$ cat src/rtl/s2mm_pkg.sv
package s2mm_pkg;
  localparam int WORD_W = 32;
  localparam int KEEP_W = WORD_W / 8;

  typedef enum logic [1:0] {
    CH_IDLE = 2'd0,
    CH_RUN  = 2'd1,
    CH_HALT = 2'd2
  } ch_state_t;

  localparam logic [1:0] SEL_LEN  = 2'd0;
  localparam logic [1:0] SEL_STAT = 2'd1;
  localparam logic [1:0] SEL_RCV  = 2'd2;
  localparam logic [1:0] SEL_BASE = 2'd3;

  localparam int ST_IDLE = 0;
  localparam int ST_HALT = 1;
  localparam int ST_IERR = 2;
  localparam int ST_DONE = 3;
  localparam int ST_EIRQ = 4;
endpackage

$ cat src/rtl/s2mm_len_track.sv
module s2mm_len_track
  import s2mm_pkg::*;
#(
  parameter int LEN_W = 16,
  localparam int CNT_W = LEN_W + 2,
  localparam int POP_W = $clog2(KEEP_W + 1)
) (
  input  logic              clk,
  input  logic              rst_n,
  input  logic              clr,
  input  logic              beat,
  input  logic [KEEP_W-1:0] keep,
  input  logic              last,
  input  logic [CNT_W-1:0]  target,
  output logic [CNT_W-1:0]  byte_cnt,
  output logic [LEN_W-1:0]  word_idx,
  output logic              ev_done,
  output logic              ev_err
);
  logic [POP_W-1:0] pop;
  logic             keep_any;
  logic [CNT_W:0]   sum;
  logic [CNT_W:0]   tgt_x;
  logic             cnt_en;
  logic [CNT_W-1:0] cnt_d;
  logic [LEN_W-1:0] word_d;
  logic [CNT_W-1:0] cnt_q;
  logic [LEN_W-1:0] word_q;

  always_comb begin
    pop = '0;
    for (int i = 0; i < KEEP_W; i++) pop = pop + POP_W'(keep[i]);
  end

  assign keep_any = |keep;
  assign sum      = {1'b0, cnt_q} + (CNT_W + 1)'(pop);
  assign tgt_x    = {1'b0, target};
  assign ev_done  = beat && keep_any && last && (sum <= tgt_x);
  assign ev_err   = beat && keep_any && (last ? (sum > tgt_x) : (sum >= tgt_x));

  always_comb begin
    cnt_en = clr || (beat && keep_any);
    cnt_d  = clr ? '0 : sum[CNT_W-1:0];
    word_d = clr ? '0 : word_q + 1'b1;
  end

  always_ff @(posedge clk or negedge rst_n) begin
    if (!rst_n) begin
      cnt_q  <= '0;
      word_q <= '0;
    end else if (cnt_en) begin
      cnt_q  <= cnt_d;
      word_q <= word_d;
    end
  end

  assign byte_cnt = cnt_q;
  assign word_idx = word_q;


  keep_zero_hold_chk: assert property (@(posedge clk) disable iff (!rst_n)
    (beat && (keep == '0) && !clr) |=> $stable(byte_cnt));
endmodule

$ cat src/rtl/s2mm_ctrl_regs.sv
module s2mm_ctrl_regs
  import s2mm_pkg::*;
#(
  parameter int LEN_W  = 16,
  parameter int ADDR_W = 32,
  localparam int CNT_W = LEN_W + 2
) (
  input  logic              clk,
  input  logic              rst_n,
  input  logic              reg_wr_en,
  input  logic [1:0]        reg_sel,
  input  logic [31:0]       reg_wdata,
  output logic [31:0]       reg_rdata,
  input  logic              ev_done,
  input  logic              ev_err,
  input  logic [CNT_W-1:0]  byte_cnt,
  output logic              arm,
  output logic              busy,
  output logic [CNT_W-1:0]  target,
  output logic [ADDR_W-1:0] base,
  output logic              irq_done,
  output logic              irq_err
);
  ch_state_t         state_q, state_d;
  logic [LEN_W-1:0]  len_q, len_d;
  logic [ADDR_W-1:0] base_q, base_d;
  logic              ierr_q, ierr_d;
  logic              done_q, done_d;
  logic              eirq_q, eirq_d;
  logic              cfg_open, base_en, len_en, st_en;
  logic [4:0]        stat_word;

  assign cfg_open = (state_q != CH_RUN);
  assign arm      = cfg_open && reg_wr_en && (reg_sel == SEL_LEN) &&
                    (reg_wdata[LEN_W-1:0] != '0);
  assign base_en  = cfg_open && reg_wr_en && (reg_sel == SEL_BASE);
  assign len_en   = arm;

  always_comb begin
    state_d = state_q;
    len_d   = reg_wdata[LEN_W-1:0];
    base_d  = reg_wdata[ADDR_W-1:0];
    ierr_d  = ierr_q;
    done_d  = done_q;
    eirq_d  = eirq_q;
    if (reg_wr_en && (reg_sel == SEL_STAT)) begin
      if (reg_wdata[ST_IERR]) ierr_d = 1'b0;
      if (reg_wdata[ST_DONE]) done_d = 1'b0;
      if (reg_wdata[ST_EIRQ]) eirq_d = 1'b0;
    end
    if (arm) begin
      state_d = CH_RUN;
      ierr_d  = 1'b0;
      done_d  = 1'b0;
      eirq_d  = 1'b0;
    end else if (state_q == CH_RUN) begin
      if (ev_err) begin
        state_d = CH_HALT;
        ierr_d  = 1'b1;
        eirq_d  = 1'b1;
      end else if (ev_done) begin
        state_d = CH_IDLE;
        done_d  = 1'b1;
      end
    end
  end

  assign st_en = (state_d != state_q) || (ierr_d != ierr_q) ||
                 (done_d != done_q) || (eirq_d != eirq_q);

  always_ff @(posedge clk or negedge rst_n) begin
    if (!rst_n) begin
      state_q <= CH_IDLE;
      ierr_q  <= 1'b0;
      done_q  <= 1'b0;
      eirq_q  <= 1'b0;
    end else if (st_en) begin
      state_q <= state_d;
      ierr_q  <= ierr_d;
      done_q  <= done_d;
      eirq_q  <= eirq_d;
    end
  end

  always_ff @(posedge clk or negedge rst_n) begin
    if (!rst_n) len_q <= '0;
    else if (len_en) len_q <= len_d;
  end

  always_ff @(posedge clk or negedge rst_n) begin
    if (!rst_n) base_q <= '0;
    else if (base_en) base_q <= base_d;
  end

  assign stat_word = {eirq_q, done_q, ierr_q, (state_q == CH_HALT), (state_q == CH_IDLE)};

  always_comb begin
    case (reg_sel)
      SEL_LEN:  reg_rdata = 32'(len_q);
      SEL_STAT: reg_rdata = 32'(stat_word);
      SEL_RCV:  reg_rdata = 32'(byte_cnt);
      default:  reg_rdata = 32'(base_q);
    endcase
  end

  assign busy     = (state_q == CH_RUN);
  assign target   = {len_q, 2'b00};
  assign base     = base_q;
  assign irq_done = done_q;
  assign irq_err  = eirq_q;


  err_halt_chk: assert property (@(posedge clk) disable iff (!rst_n)
    (busy && ev_err) |=> (state_q == CH_HALT) && irq_err && ierr_q);


  done_idle_chk: assert property (@(posedge clk) disable iff (!rst_n)
    (busy && ev_done && !ev_err) |=> (state_q == CH_IDLE) && irq_done);
endmodule

$ cat src/rtl/s2mm_mem_wr.sv
module s2mm_mem_wr
  import s2mm_pkg::*;
#(
  parameter int LEN_W  = 16,
  parameter int ADDR_W = 32
) (
  input  logic              clk,
  input  logic              rst_n,
  input  logic              beat,
  input  logic [KEEP_W-1:0] keep,
  input  logic [WORD_W-1:0] data,
  input  logic [ADDR_W-1:0] base,
  input  logic [LEN_W-1:0]  word_idx,
  output logic              mem_we,
  output logic [ADDR_W-1:0] mem_addr,
  output logic [WORD_W-1:0] mem_wdata,
  output logic [KEEP_W-1:0] mem_strb
);
  logic              wr_go;
  logic [ADDR_W-1:0] addr_d;
  logic              we_q;
  logic [ADDR_W-1:0] addr_q;
  logic [WORD_W-1:0] data_q;
  logic [KEEP_W-1:0] strb_q;

  assign wr_go  = beat && (|keep);
  assign addr_d = base + ADDR_W'({word_idx, 2'b00});

  always_ff @(posedge clk or negedge rst_n) begin
    if (!rst_n) we_q <= 1'b0;
    else        we_q <= wr_go;
  end

  always_ff @(posedge clk or negedge rst_n) begin
    if (!rst_n) begin
      addr_q <= '0;
      data_q <= '0;
      strb_q <= '0;
    end else if (wr_go) begin
      addr_q <= addr_d;
      data_q <= data;
      strb_q <= keep;
    end
  end

  assign mem_we    = we_q;
  assign mem_addr  = addr_q;
  assign mem_wdata = data_q;
  assign mem_strb  = strb_q;


  mem_addr_step_chk: assert property (@(posedge clk) disable iff (!rst_n)
    (mem_we && $past(mem_we)) |-> (mem_addr == $past(mem_addr) + ADDR_W'(4)));
endmodule

$ cat src/rtl/s2mm_rx_chan.sv
module s2mm_rx_chan
  import s2mm_pkg::*;
#(
  parameter int LEN_W  = 16,
  parameter int ADDR_W = 32,
  localparam int CNT_W = LEN_W + 2
) (
  input  logic              clk,
  input  logic              rst_n,
  input  logic              reg_wr_en,
  input  logic [1:0]        reg_sel,
  input  logic [31:0]       reg_wdata,
  output logic [31:0]       reg_rdata,
  input  logic [31:0]       s_axis_tdata,
  input  logic [3:0]        s_axis_tkeep,
  input  logic              s_axis_tlast,
  input  logic              s_axis_tvalid,
  output logic              s_axis_tready,
  output logic              mem_we,
  output logic [ADDR_W-1:0] mem_addr,
  output logic [31:0]       mem_wdata,
  output logic [3:0]        mem_strb,
  output logic              irq_done,
  output logic              irq_err
);
  logic [1:0]        rst_sync_q;
  logic              rst_int_n;
  logic              arm, busy, beat, ev_done, ev_err;
  logic [CNT_W-1:0]  target, byte_cnt;
  logic [LEN_W-1:0]  word_idx;
  logic [ADDR_W-1:0] base;

  always_ff @(posedge clk or negedge rst_n) begin
    if (!rst_n) rst_sync_q <= 2'b00;
    else        rst_sync_q <= {rst_sync_q[0], 1'b1};
  end
  assign rst_int_n = rst_sync_q[1];

  assign s_axis_tready = busy;
  assign beat          = s_axis_tvalid && busy;

  s2mm_ctrl_regs #(.LEN_W(LEN_W), .ADDR_W(ADDR_W)) u_ctrl (
    .clk(clk), .rst_n(rst_int_n),
    .reg_wr_en(reg_wr_en), .reg_sel(reg_sel), .reg_wdata(reg_wdata),
    .reg_rdata(reg_rdata), .ev_done(ev_done), .ev_err(ev_err),
    .byte_cnt(byte_cnt), .arm(arm), .busy(busy), .target(target),
    .base(base), .irq_done(irq_done), .irq_err(irq_err)
  );

  s2mm_len_track #(.LEN_W(LEN_W)) u_track (
    .clk(clk), .rst_n(rst_int_n), .clr(arm), .beat(beat),
    .keep(s_axis_tkeep), .last(s_axis_tlast), .target(target),
    .byte_cnt(byte_cnt), .word_idx(word_idx),
    .ev_done(ev_done), .ev_err(ev_err)
  );

  s2mm_mem_wr #(.LEN_W(LEN_W), .ADDR_W(ADDR_W)) u_mem (
    .clk(clk), .rst_n(rst_int_n), .beat(beat), .keep(s_axis_tkeep),
    .data(s_axis_tdata), .base(base), .word_idx(word_idx),
    .mem_we(mem_we), .mem_addr(mem_addr), .mem_wdata(mem_wdata),
    .mem_strb(mem_strb)
  );


  arm_clear_chk: assert property (@(posedge clk) disable iff (!rst_int_n)
    arm |=> (byte_cnt == '0) && !irq_done && !irq_err && s_axis_tready);
endmodule

$ cat config.mk
export PLATFORM = sky130hd
export DESIGN_NAME = s2mm_rx_chan
export DESIGN_NICKNAME = d
export VERILOG_FILES = /design/src/rtl/s2mm_pkg.sv /design/src/rtl/s2mm_len_track.sv /design/src/rtl/s2mm_ctrl_regs.sv /design/src/rtl/s2mm_mem_wr.sv /design/src/rtl/s2mm_rx_chan.sv
export SDC_FILE = /design/constraint.sdc
export NUM_CORES = 1
export LEC_CHECK = 0
export CAP_MARGIN = 20
export CORE_MARGIN = 3
export CORE_UTILIZATION = 35
export DETAILED_ROUTE_END_ITERATION = 6
export SETUP_SLACK_MARGIN = 0.5
export SYNTH_ARGS = -nofsm -noshare
export SYNTH_HDL_FRONTEND = slang
export SYNTH_SLANG_ARGS = --single-unit
$ cat constraint.sdc
create_clock -name clk -period 5.8 [get_ports clk]
set_input_delay 1.16 -clock clk [delete_from_list [all_inputs] [get_ports clk]]
set_output_delay 1.16 -clock clk [all_outputs]
set_load 0.03 [all_outputs]
# After elaboration in Yosys (flattened, before gate mapping)
# Index checks and enable logic that the tools add are counted.
[word_totals] romBits=0 n_memories=0 input_bits=75 wordCells=74 regBits=158 mem_bits_rw=0 latch_bits=0
[op_classes] n_bitwise=0 shift=0 n_reduce_logical=18 eq_ne=10 div=0 magnitude_cmp=3 mux=24 n_addsub=6 n_mul=0
[ops] cell="$pmux W32 S3" n=1
[ops] cell="$add A32 B18 Y32" n=1
[ops] cell="$add A18 B3 Y19" n=1
[ops] cell="$ge A19 B18 Y1" n=1
[ops] cell="$gt A19 B18 Y1" n=1
[ops] cell="$le A19 B18 Y1" n=1
[ops] cell="$mux W18" n=1
[ops] cell="$mux W1" n=17
[ops] cell="$add A16 B1 Y16 const B" n=1
[ops] cell="$mux W16" n=1
[ops] cell="$reduce_bool A16 Y1" n=1
[ops] cell="$logic_and A1 B1 Y1" n=10
[ops] cell="$mux W2" n=4
[ops] cell="$add A3 B1 Y3" n=2
[ops] cell="$eq A2 B2 Y1 const B" n=3
[ops] cell="$eq A2 B1 Y1 const B" n=2
[ops] cell="$logic_not A2 Y1" n=2
[ops] cell="$logic_or A1 B1 Y1" n=4
[ops] cell="$reduce_or A4 Y1" n=1
[ops] cell="$ne A1 B1 Y1" n=3
[ops] cell="$add A1 B1 Y2" n=1
[ops] cell="$ne A2 B1 Y1 const B" n=1
[ops] cell="$ne A2 B2 Y1" n=1

# Longest topological paths before layout
# Gate-level depths: netlist (run 1).
[depth] word_depth=14 depth_mapped=19 mapped_depth_nobuf=19

# Modules after synthesis
# A second synthesis (run 1) with hierarchy kept.
[unflattened] hier_cells=908 area_unflattened_um2=8859.7
[modules_own_cells] mod="s2mm_mem_wr" area_each_um2=3523.4 instances=1 cells_per_inst=395
[modules_own_cells] mod="s2mm_ctrl_regs" area_each_um2=2663.8 instances=1 cells_per_inst=207
[modules_own_cells] mod="s2mm_len_track" area_each_um2=2612.5 instances=1 cells_per_inst=302
[modules_own_cells] mod="s2mm_rx_chan" area_each_um2=60.1 instances=1 cells_per_inst=4

# Least setup slack after synthesis (run 1)
# OpenSTA, ideal clock, no wires.
[synth_timing] kind="input -> register" startpoint="in s_axis_tkeep[0]" endpoint="reg u_ctrl.ierr_q" arrival_time_ns=4.839 setup_slack_ns=0.840 required_ns=5.680 path_stages=19 path_cell_list="inv_1 -> ha_1 -> inv_1 -> fa_1 -> inv_1 -> ha_1 -> inv_1 -> fa_1 -> nand2b_1 -> a211oi_2 -> and2_1 -> nand3_1 -> xnor2_1 -> ha_1 -> a21o_1 -> a21oi_1 -> nand4_1 -> a41o_1 -> a31o_2"
[synth_via] elab_chain_len=14
[synth_rtl] element="start: declaration" line="s2mm_rx_chan.sv:15" source="input logic [3:0] s_axis_tkeep,"
[synth_rtl] element="$add A1 B1 Y2" line="s2mm_len_track.sv:32" source="for (int i = 0; i < KEEP_W; i++) pop = pop + POP_W'(keep[i]);"
[synth_rtl] element="$add A3 B1 Y3 (2 in a row)" line="s2mm_len_track.sv:32"
[synth_rtl] element="$add A18 B3 Y19" line="s2mm_len_track.sv:36" source="assign sum = {1'b0, cnt_q} + (CNT_W + 1)'(pop);"
[synth_rtl] element="$le A19 B18 Y1 (tied with other cells)" line="s2mm_len_track.sv:38" source="assign ev_done = beat && keep_any && last && (sum <= tgt_x);"
[synth_rtl] element="$logic_and A1 B1 Y1 / $mux W1 (equally long branches)" line="s2mm_len_track.sv:38, s2mm_len_track.sv:39"
[synth_rtl] element="$mux W2 / $logic_and A1 B1 Y1 (equally long branches)" line="s2mm_ctrl_regs.sv:61, s2mm_len_track.sv:39"
[synth_rtl] element="$mux W2 / $mux W1 (equally long branches)" line="s2mm_ctrl_regs.sv:57" source="if (ev_err) begin"
[synth_rtl] element="$mux W2 / $mux W1 (equally long branches)" line="s2mm_ctrl_regs.sv:56" source="end else if (state_q == CH_RUN) begin"
[synth_rtl] element="$mux W2 / $mux W1 (equally long branches)" line="s2mm_ctrl_regs.sv:51" source="if (arm) begin"
[synth_rtl] element="$ne A2 B2 Y1 / $ne A1 B1 Y1 (equally long branches)" line="s2mm_ctrl_regs.sv:68" source="assign st_en = (state_d != state_q) || (ierr_d != ierr_q) ||"
[synth_rtl] element="$logic_or A1 B1 Y1 (2 in a row)" line="s2mm_ctrl_regs.sv:68"
[synth_rtl] element="$logic_or A1 B1 Y1" line="s2mm_ctrl_regs.sv:69" source="(done_d != done_q) || (eirq_d != eirq_q);"
[synth_rtl] element="end signal: assignment" line="s2mm_ctrl_regs.sv:79" source="ierr_q <= ierr_d;"
[synth_rtl] element="end: declaration" line="s2mm_ctrl_regs.sv:27" source="logic ierr_q, ierr_d;"
# Several ways; a longest one is shown, not always the timed one.
# A chain may end at the register's enable or synchronous reset.

# Worst setup path after layout (run 1)
[layout_timing] startpoint="in s_axis_tkeep[0]" endpoint="reg u_ctrl.eirq_q (netlist: u_ctrl.irq_err)"
[layout_via] elab_chain_len=14
[layout_rtl] element="$add A1 B1 Y2" line="s2mm_len_track.sv:32"
[layout_rtl] element="$add A3 B1 Y3 (2 in a row)" line="s2mm_len_track.sv:32"
[layout_rtl] element="$add A18 B3 Y19" line="s2mm_len_track.sv:36"
[layout_rtl] element="$le A19 B18 Y1 (tied with other cells)" line="s2mm_len_track.sv:38"
[layout_rtl] element="$logic_and A1 B1 Y1 / $mux W1 (equally long branches)" line="s2mm_len_track.sv:38, s2mm_len_track.sv:39"
[layout_rtl] element="$mux W2 / $logic_and A1 B1 Y1 (equally long branches)" line="s2mm_ctrl_regs.sv:61, s2mm_len_track.sv:39"
[layout_rtl] element="$mux W2 / $mux W1 (equally long branches)" line="s2mm_ctrl_regs.sv:57"
[layout_rtl] element="$mux W2 / $mux W1 (equally long branches)" line="s2mm_ctrl_regs.sv:56"
[layout_rtl] element="$mux W2 / $mux W1 (equally long branches)" line="s2mm_ctrl_regs.sv:51"
[layout_rtl] element="$ne A2 B2 Y1 / $ne A1 B1 Y1 (equally long branches)" line="s2mm_ctrl_regs.sv:68"
[layout_rtl] element="$logic_or A1 B1 Y1 (2 in a row)" line="s2mm_ctrl_regs.sv:68"
[layout_rtl] element="$logic_or A1 B1 Y1" line="s2mm_ctrl_regs.sv:69"
[layout_rtl] element="end signal: assignment" line="s2mm_ctrl_regs.sv:81" source="eirq_q <= eirq_d;"
[layout_rtl] element="end: declaration" line="s2mm_ctrl_regs.sv:29" source="logic eirq_q, eirq_d;"
# Several ways; a longest one is shown, not always the timed one.

==> results of run 1 <==
[flip-flops by register name (all words and copies together), names as in the netlist]
name              flops
u_ctrl.irq_done       1
u_track.byte_cnt     18
u_track.word_idx     16
u_ctrl.state_q        2
u_ctrl.len_q         16
u_ctrl.ierr_q         1
u_mem.mem_strb        4
u_mem.mem_wdata      32
u_mem.mem_addr       32
u_ctrl.irq_err        1
rst_sync_q            2
u_ctrl.base          32
u_mem.mem_we          1
[final timing paths]
check,endpoint,slack (ns),cells past startpoint
setup / recovery,u_ctrl.irq_err$_DFFE_PN0P_,0.72,20
max in group asynchronous,u_track.byte_cnt[16]$_DFFE_PN0P_,4.47,1
hold reg to reg,u_mem.mem_addr[0]$_DFFE_PN0P_,0.28,0
min in group clk,rst_sync_q[1]$_DFF_PN0_,0.36,0
hold / removal,u_mem.mem_addr[0]$_DFFE_PN0P_,0.28,0
setup reg to reg,u_ctrl.irq_err$_DFFE_PN0P_,2.44,14
[kinds of logic (layout without fill, tap and decap cells)]
kind of cell	after synthesis	count (layout)	share of synthesized area
xor gates and xnor gates	44	44	0.04497
buffers and inverters	89	266	0.04000
muxes	52	52	0.07286
DFF	158	158	0.4614
AOI/OAI and AO/OA	179	179	0.1335
other	1	1	0.0004376
adders and majority gates	42	42	0.06395
and+or+nand+nor	343	343	0.1829
[report_power, final]
group | switching, mW | internal, mW | total, mW | leakage (nW)
combinational | 1.50 | 1.06 | 2.55 | 2.82
clock | 0.498 | 0.687 | 1.18 | 0.290
sequential | 0.344 | 1.53 | 1.88 | 1.98
[per-layer routing]
metal  track usage  part of all wire  wire, um
met4       0.05002             0.016       389
met5             0           0.00045        11
met2        0.2801              0.42     10480
met3       0.07375             0.098      2414
met1        0.2484              0.46     11380
[timing repair]
action                     in CTS  in global routing
pin swaps                       0                  4
buffers inserted                0                  1
setup endpoints to repair       3                  3
gates resized for setup         3                  5
gates cloned                    0                  0
[metrics by stage]
step	worst slack [ns]	hold slack [ns]
5_1_grt	0.5042	0.3267
4_1_cts	0.5403	0.3076
3_5_place_dp	-0.001119	0.2995
2_1_floorplan	0.8404	0.3312
6_report	0.7165	0.2764
3_3_place_gp	0.1279	0.2933
[synthesized netlist by cell type, types with 20 or more instances]
library cell	number	area, um^2
and3_1	21	131.4
nor2_1	38	142.6
nand3_1	34	170.2
a21oi_1	28	140.1
inv_1	43	161.4
dfrtp_1	158	3954
nand2_1	191	716.9
xor2_1	20	175.2
ha_1	39	488.0
clkbuf_1	34	127.6
o21ai_0	73	365.4
xnor2_1	24	210.2
mux2_2	33	371.6
[worst max-delay path: stages]
cell	delay [ns]
clkdlybuf4s50_1	0.48
inv_1	0.06
ha_1	0.29
inv_1	0.07
fa_1	0.41
inv_1	0.07
ha_1	0.16
inv_1	0.05
fa_1	0.40
nand2b_4	0.19
a211oi_4	0.30
and2_4	0.21
nand3_1	0.11
xnor2_1	0.16
ha_1	0.29
a21o_1	0.19
a21oi_2	0.18
nand2b_1	0.11
a41o_1	0.30
a31o_2	0.23
[area by class of cell]
| cell class | instances | share of cell area |
|---|---|---|
| Clock buffer | 18 | 0.03784 |
| Inverter | 44 | 0.01456 |
| Tap cell | 319 | 0.03519 |
| Timing Repair Buffer | 190 | 0.1661 |
| Sequential cell | 158 | 0.3489 |
| Clock inverter | 14 | 0.01600 |
| Multi-Input combinational cell | 661 | 0.3814 |
==> flow_metrics.py, run 1 <==
metrics = {
    "cells_and_area": {
        "nets": 1189,
        "layout_commonest_cell": "nand2_1",
        "area_growth_pct": 32.35,
        "final_cell_mix": "191 x nand2_1, 178 x clkdlybuf4s50_1, 157 x dfrtp_1, 73 x o21ai_0, 43 x inv_1",
        "drive_gt1_frac": 0.09770,
        "nFillCells": 2249,
        "finalInstanceArea_mm2": 0.01134,
        "seq_area_mm2": 0.003958,
        "fin_cells": 1404,
        "multiInputGateArea_mm2": 0.004325,
        "diodes": 0,
        "final_util": 0.4775,
    },
    "drt": {
        "num_vias": 7172,
        "firstDrtPassIters": 5,
        "wirelength_um": 24680,
        "avgRoutedWirePerCell_um": 17.57,
        "drt-initial-drc-count": 435,
        "postRouteAntennaNets": 0,
        "drc": 0,
        "via_per_inst": 5.108,
    },
    "clock_network": {
        "clkSlewWorstSetupHoldPaths_ns": 0.07,
        "cts_buffers": 17,
        "clk_root_buffer_cell": "clkbuf_16",
        "clockBufferDepth": 2,
        "insertion_delay_ns": 0.43,
        "holdBufCountCts": 0,
        "cts_sinks": 158,
        "htree_levels": 4,
        "cts_tree": "done",
    },
    "place": {
        "globalplace.congestion": 0.7856,
        "place_area_mm2": 0.01068,
        "post-place-cells": 1371,
        "io_buffers": 178,
        "dpl.hpwl_um": 17570,
    },
    "global_routing": {
        "grt_overflow": 0,
        "grt_pass1_vias": 7038,
        "grt_max_degree": 127,
        "antenna_found_initial": 1,
        "grt_pass1_wl_um": 38790,
        "grt_use_total": 0.1854,
    },
    "timing": {
        "hold_viol_final": 0,
        "setup_viol": 0,
        "finalCriticalPeriod_ns": 5.084,
        "rsz0062_at_grt": "no",
        "worst_pin_slew_ns": 1.048,
        "finalSetupTns_ns": 0,
        "fmax_ghz": 0.1967,
        "fin_crit_sh": 0.8765,
        "clock_skew_ns": 0.01102,
        "slew_headroom": 0.2989,
        "slew_viol_final": 0,
    },
    "worst_setup_path": {
        "worstSetupPathType": "primary input to flop",
        "startpoint": "s_axis_tkeep[0]",
        "required_ns": 6.12,
        "path_max_fanout": 4,
        "r2r_start": "u_track.byte_cnt[0]$_DFFE_PN0P_",
        "start_kind": "primary input",
        "arrival_ns": 5.40,
        "cp-end-kind": "flop",
    },
    "synthesis": {
        "synth_flop_cell": "dfrtp_1",
        "synth_edf_count": 0,
        "ys_types": 64,
        "synth_area_mm2": 0.008569,
        "synth_nets": 1025,
        "syn_inst": 908,
        "yosysWarnings": 0,
        "async_flop_share": 1.000,
        "yosysSeqAreaShare": 0.4614,
        "syn_avg_cell_area_um2": 9.438,
        "synth_seq_cells": 158,
    },
    "run": {
        "max_cap_viol_count": 0,
    },
    "power_and_ir_drop": {
        "p_leak_nw": 5.092,
        "ir_drop_mv": 0.2054,
        "powerDensity_mw_per_mm2": 495.2,
        "total_power_mw": 5.616,
    },
    "floorplanning": {
        "fp.dieH_um": 162.5,
        "io_pins": 179,
        "core.rowCount": 56,
        "core_area_mm2": 0.02375,
        "dieArea_mm2": 0.02640,
        "die_w_um": 162.5,
        "start_util": 0.3608,
    },
    "min_path": {
        "hold_path_class": "flop to async pin",
    },
    "outcome": {
        "status": "finished, final reports clean",
    },
}
Note: power is estimated with default switching activity, not from simulation.
==> run 2: changes to the inputs <==
==> constraint.sdc (replaced) <==
create_clock -name clk -period 5.49 [get_ports clk]
set_input_delay 1.098 -clock clk [delete_from_list [all_inputs] [get_ports clk]]
set_output_delay 1.098 -clock clk [all_outputs]
set_load 0.03 [all_outputs]
==> run 2 against run 1 <==
- critical path depth shrank 1
- design area grew 1.1%
- first-iteration DRC count grew 24%
- power grew 4.3%
- sequential power grew 5%
- flip-flop and latch count is the same
- combinational power grew 7%
- final cell count grew 1.3%
- critical endpoint is now u_ctrl.ierr_q$_DFFE_PN0P_
- largest cell class unchanged
==> flow_metrics.py, run 2 (same netlist as run 1, synthesis figures left out) <==
metrics = {
    "drt": {
        "num_vias": 7216,
        "drt-initial-drc-count": 540,
        "firstDrtPassIters": 4,
        "avgRoutedWirePerCell_um": 17.19,
        "postRouteAntennaNets": 0,
        "drc": 0,
        "wirelength_um": 24450,
        "via_per_inst": 5.075,
    },
    "clock_network": {
        "cts_buffers": 17,
        "clockBufferDepth": 2,
        "htree_levels": 4,
        "cts_sinks": 158,
        "holdBufCountCts": 0,
        "clkSlewWorstSetupHoldPaths_ns": 0.07,
        "cts_tree": "done",
        "clk_root_buffer_cell": "clkbuf_16",
        "insertion_delay_ns": 0.43,
    },
    "floorplanning": {
        "core.rowCount": 56,
        "io_pins": 179,
        "start_util": 0.3608,
        "die_w_um": 162.5,
        "dieArea_mm2": 0.02640,
        "core_area_mm2": 0.02375,
        "fp.dieH_um": 162.5,
    },
    "cells_and_area": {
        "fin_cells": 1422,
        "area_growth_pct": 33.86,
        "diodes": 0,
        "nFillCells": 2247,
        "drive_gt1_frac": 0.1206,
        "final_cell_mix": "191 x nand2_1, 176 x clkdlybuf4s50_1, 157 x dfrtp_1, 73 x o21ai_0, 42 x inv_1",
        "final_util": 0.4829,
        "nets": 1207,
        "layout_commonest_cell": "nand2_1",
    },
    "power_and_ir_drop": {
        "p_leak_nw": 5.215,
        "total_power_mw": 5.856,
        "ir_drop_mv": 0.2561,
        "powerDensity_mw_per_mm2": 510.5,
    },
    "worst_setup_path": {
        "crit_path_max_incr_delay_ns": 0.49,
        "required_ns": 5.80,
        "cpMaxStageDelayCell": "clkdlybuf4s50_1",
        "path_max_fanout": 5,
        "start_kind": "primary input",
        "cp-end-kind": "flop",
        "arrival_ns": 5.07,
        "path_cells": "clkdlybuf4s50_1 > inv_1 > fa_1 > inv_1 > ha_2 > inv_1 > fa_2 > nand2b_4 > a211oi_2 > buf_4 > and2_4 > nand3_4 > xnor2_2 > ha_1 > a21o_1 > a21oi_2 > nand4_1 > a41o_1 > a31o_2",
        "worstSetupPathType": "primary input to flop",
        "cp_common_cell": "inv_1",
    },
    "timing": {
        "slew_headroom": 0.3486,
        "clock_skew_ns": 0.01550,
        "finalCriticalPeriod_ns": 4.755,
        "slew_viol_final": 0,
        "whs_ns": 0.2640,
        "fmax_ghz": 0.2103,
        "fin_crit_sh": 0.8661,
        "hold_viol_final": 0,
        "worst_pin_slew_ns": 0.9735,
        "setup_viol": 0,
        "rsz0062_at_grt": "no",
    },
    "outcome": {
        "status": "finished, final reports clean",
    },
    "global_routing": {
        "antenna_found_initial": 1,
        "grt_pass1_vias": 7057,
        "grt_max_degree": 129,
        "grt_pass1_wl_um": 39300,
        "grt_overflow": 0,
        "grt_use_total": 0.1872,
    },
    "place": {
        "dpl.hpwl_um": 17780,
        "io_buffers": 178,
        "globalplace.congestion": 0.8377,
        "post-place-cells": 1385,
    },
    "run": {
        "max_cap_viol_count": 0,
    },
    "min_path": {
        "hold_path_class": "flop to async pin",
    },
}
run 2: cell count changes in the layout (fill, tap and decap cells not counted), moves of 2 or more:
cell	before	now
clkinvlp_4	3	0
xnor2_2	0	2
buf_4	11	29
clkinv_2	1	3
nand3_1	34	32
xnor2_1	24	22
clkdlybuf4s50_1	178	176
bufinv_16	3	1
dlymetal6s2s_1	0	2
clkinv_4	2	6
run 2: worst max-delay path: cells and delay by family:
family                     cells  cell delay [ns]
AOI/OAI and AO/OA              5             1.13
adders and majority gates      4             1.32
xor gates and xnor gates       1             0.15
buffers and inverters          5             0.85
and+or+nand+nor                4             0.51
run 2: timing repair:
action / 4_1_cts / 5_1_grt
setup buffers: 3 / 2
setup endpoints to repair: 4 / 5
gates resized for setup: 8 / 9
endpoints found under the hold margin: 0 / 0
pin swaps: 7 / 9
run 2: final timing paths:
check,start,endpoint,slack [ns],cells past startpoint
worst min register to register,rst_sync_q[1]$_DFF_PN0_,u_mem.mem_wdata[2]$_DFFE_PN0P_,0.26,0
max in group asynchronous,rst_sync_q[1]$_DFF_PN0_,u_mem.mem_addr[31]$_DFFE_PN0P_,4.17,1
min in group clk,rst_sync_q[0]$_DFF_PN0_,rst_sync_q[1]$_DFF_PN0_,0.36,0
worst max-delay path,s_axis_tkeep[2],u_ctrl.ierr_q$_DFFE_PN0P_,0.74,19
worst max register to register,u_track.byte_cnt[0]$_DFFE_PN0P_,u_ctrl.ierr_q$_DFFE_PN0P_,2.12,15
worst min-delay path,rst_sync_q[1]$_DFF_PN0_,u_mem.mem_wdata[2]$_DFFE_PN0P_,0.26,0
run 2: through the flow:
step	TNS (ns)	worst slack [ns]	area (um^2)
3_3_place_gp	-0.04916	-0.02474	10790
6_report	0	0.7352	11470
3_5_place_dp	-0.2193	-0.09924	10790
4_1_cts	0	0.5114	11420
2_1_floorplan	0	0.5924	8569
5_1_grt	0	0.5612	11470
run 2: final cells by class:
type,instances,area [um^2],share of cell area
inverters,44,165.2,0.01440
flip-flops and latches,158,3958,0.3450
clock inverters,14,132.6,0.01156
multi-input cells,661,4353,0.3795
repair buffers,208,2024,0.1765
clock buffers,18,439.2,0.03829
well taps,319,399.1,0.03479
run 2: where the power goes:
| part | internal (mW) | total (mW) | switching, mW |
|---|---|---|---|
| logic | 1.14 | 2.72 | 1.58 |
| registers | 1.62 | 1.98 | 0.361 |
| clock network | 0.644 | 1.16 | 0.517 |
run 2: routing by layer:
metal / part of all wire / track usage / vias up
met5: 0.00082 / 0 / -
met4: 0.014 / 0.04924 / 2
met1: 0.46 / 0.2540 / 3424
met3: 0.086 / 0.06002 / 26
met2: 0.44 / 0.2901 / 237
li1: - / - / 3527
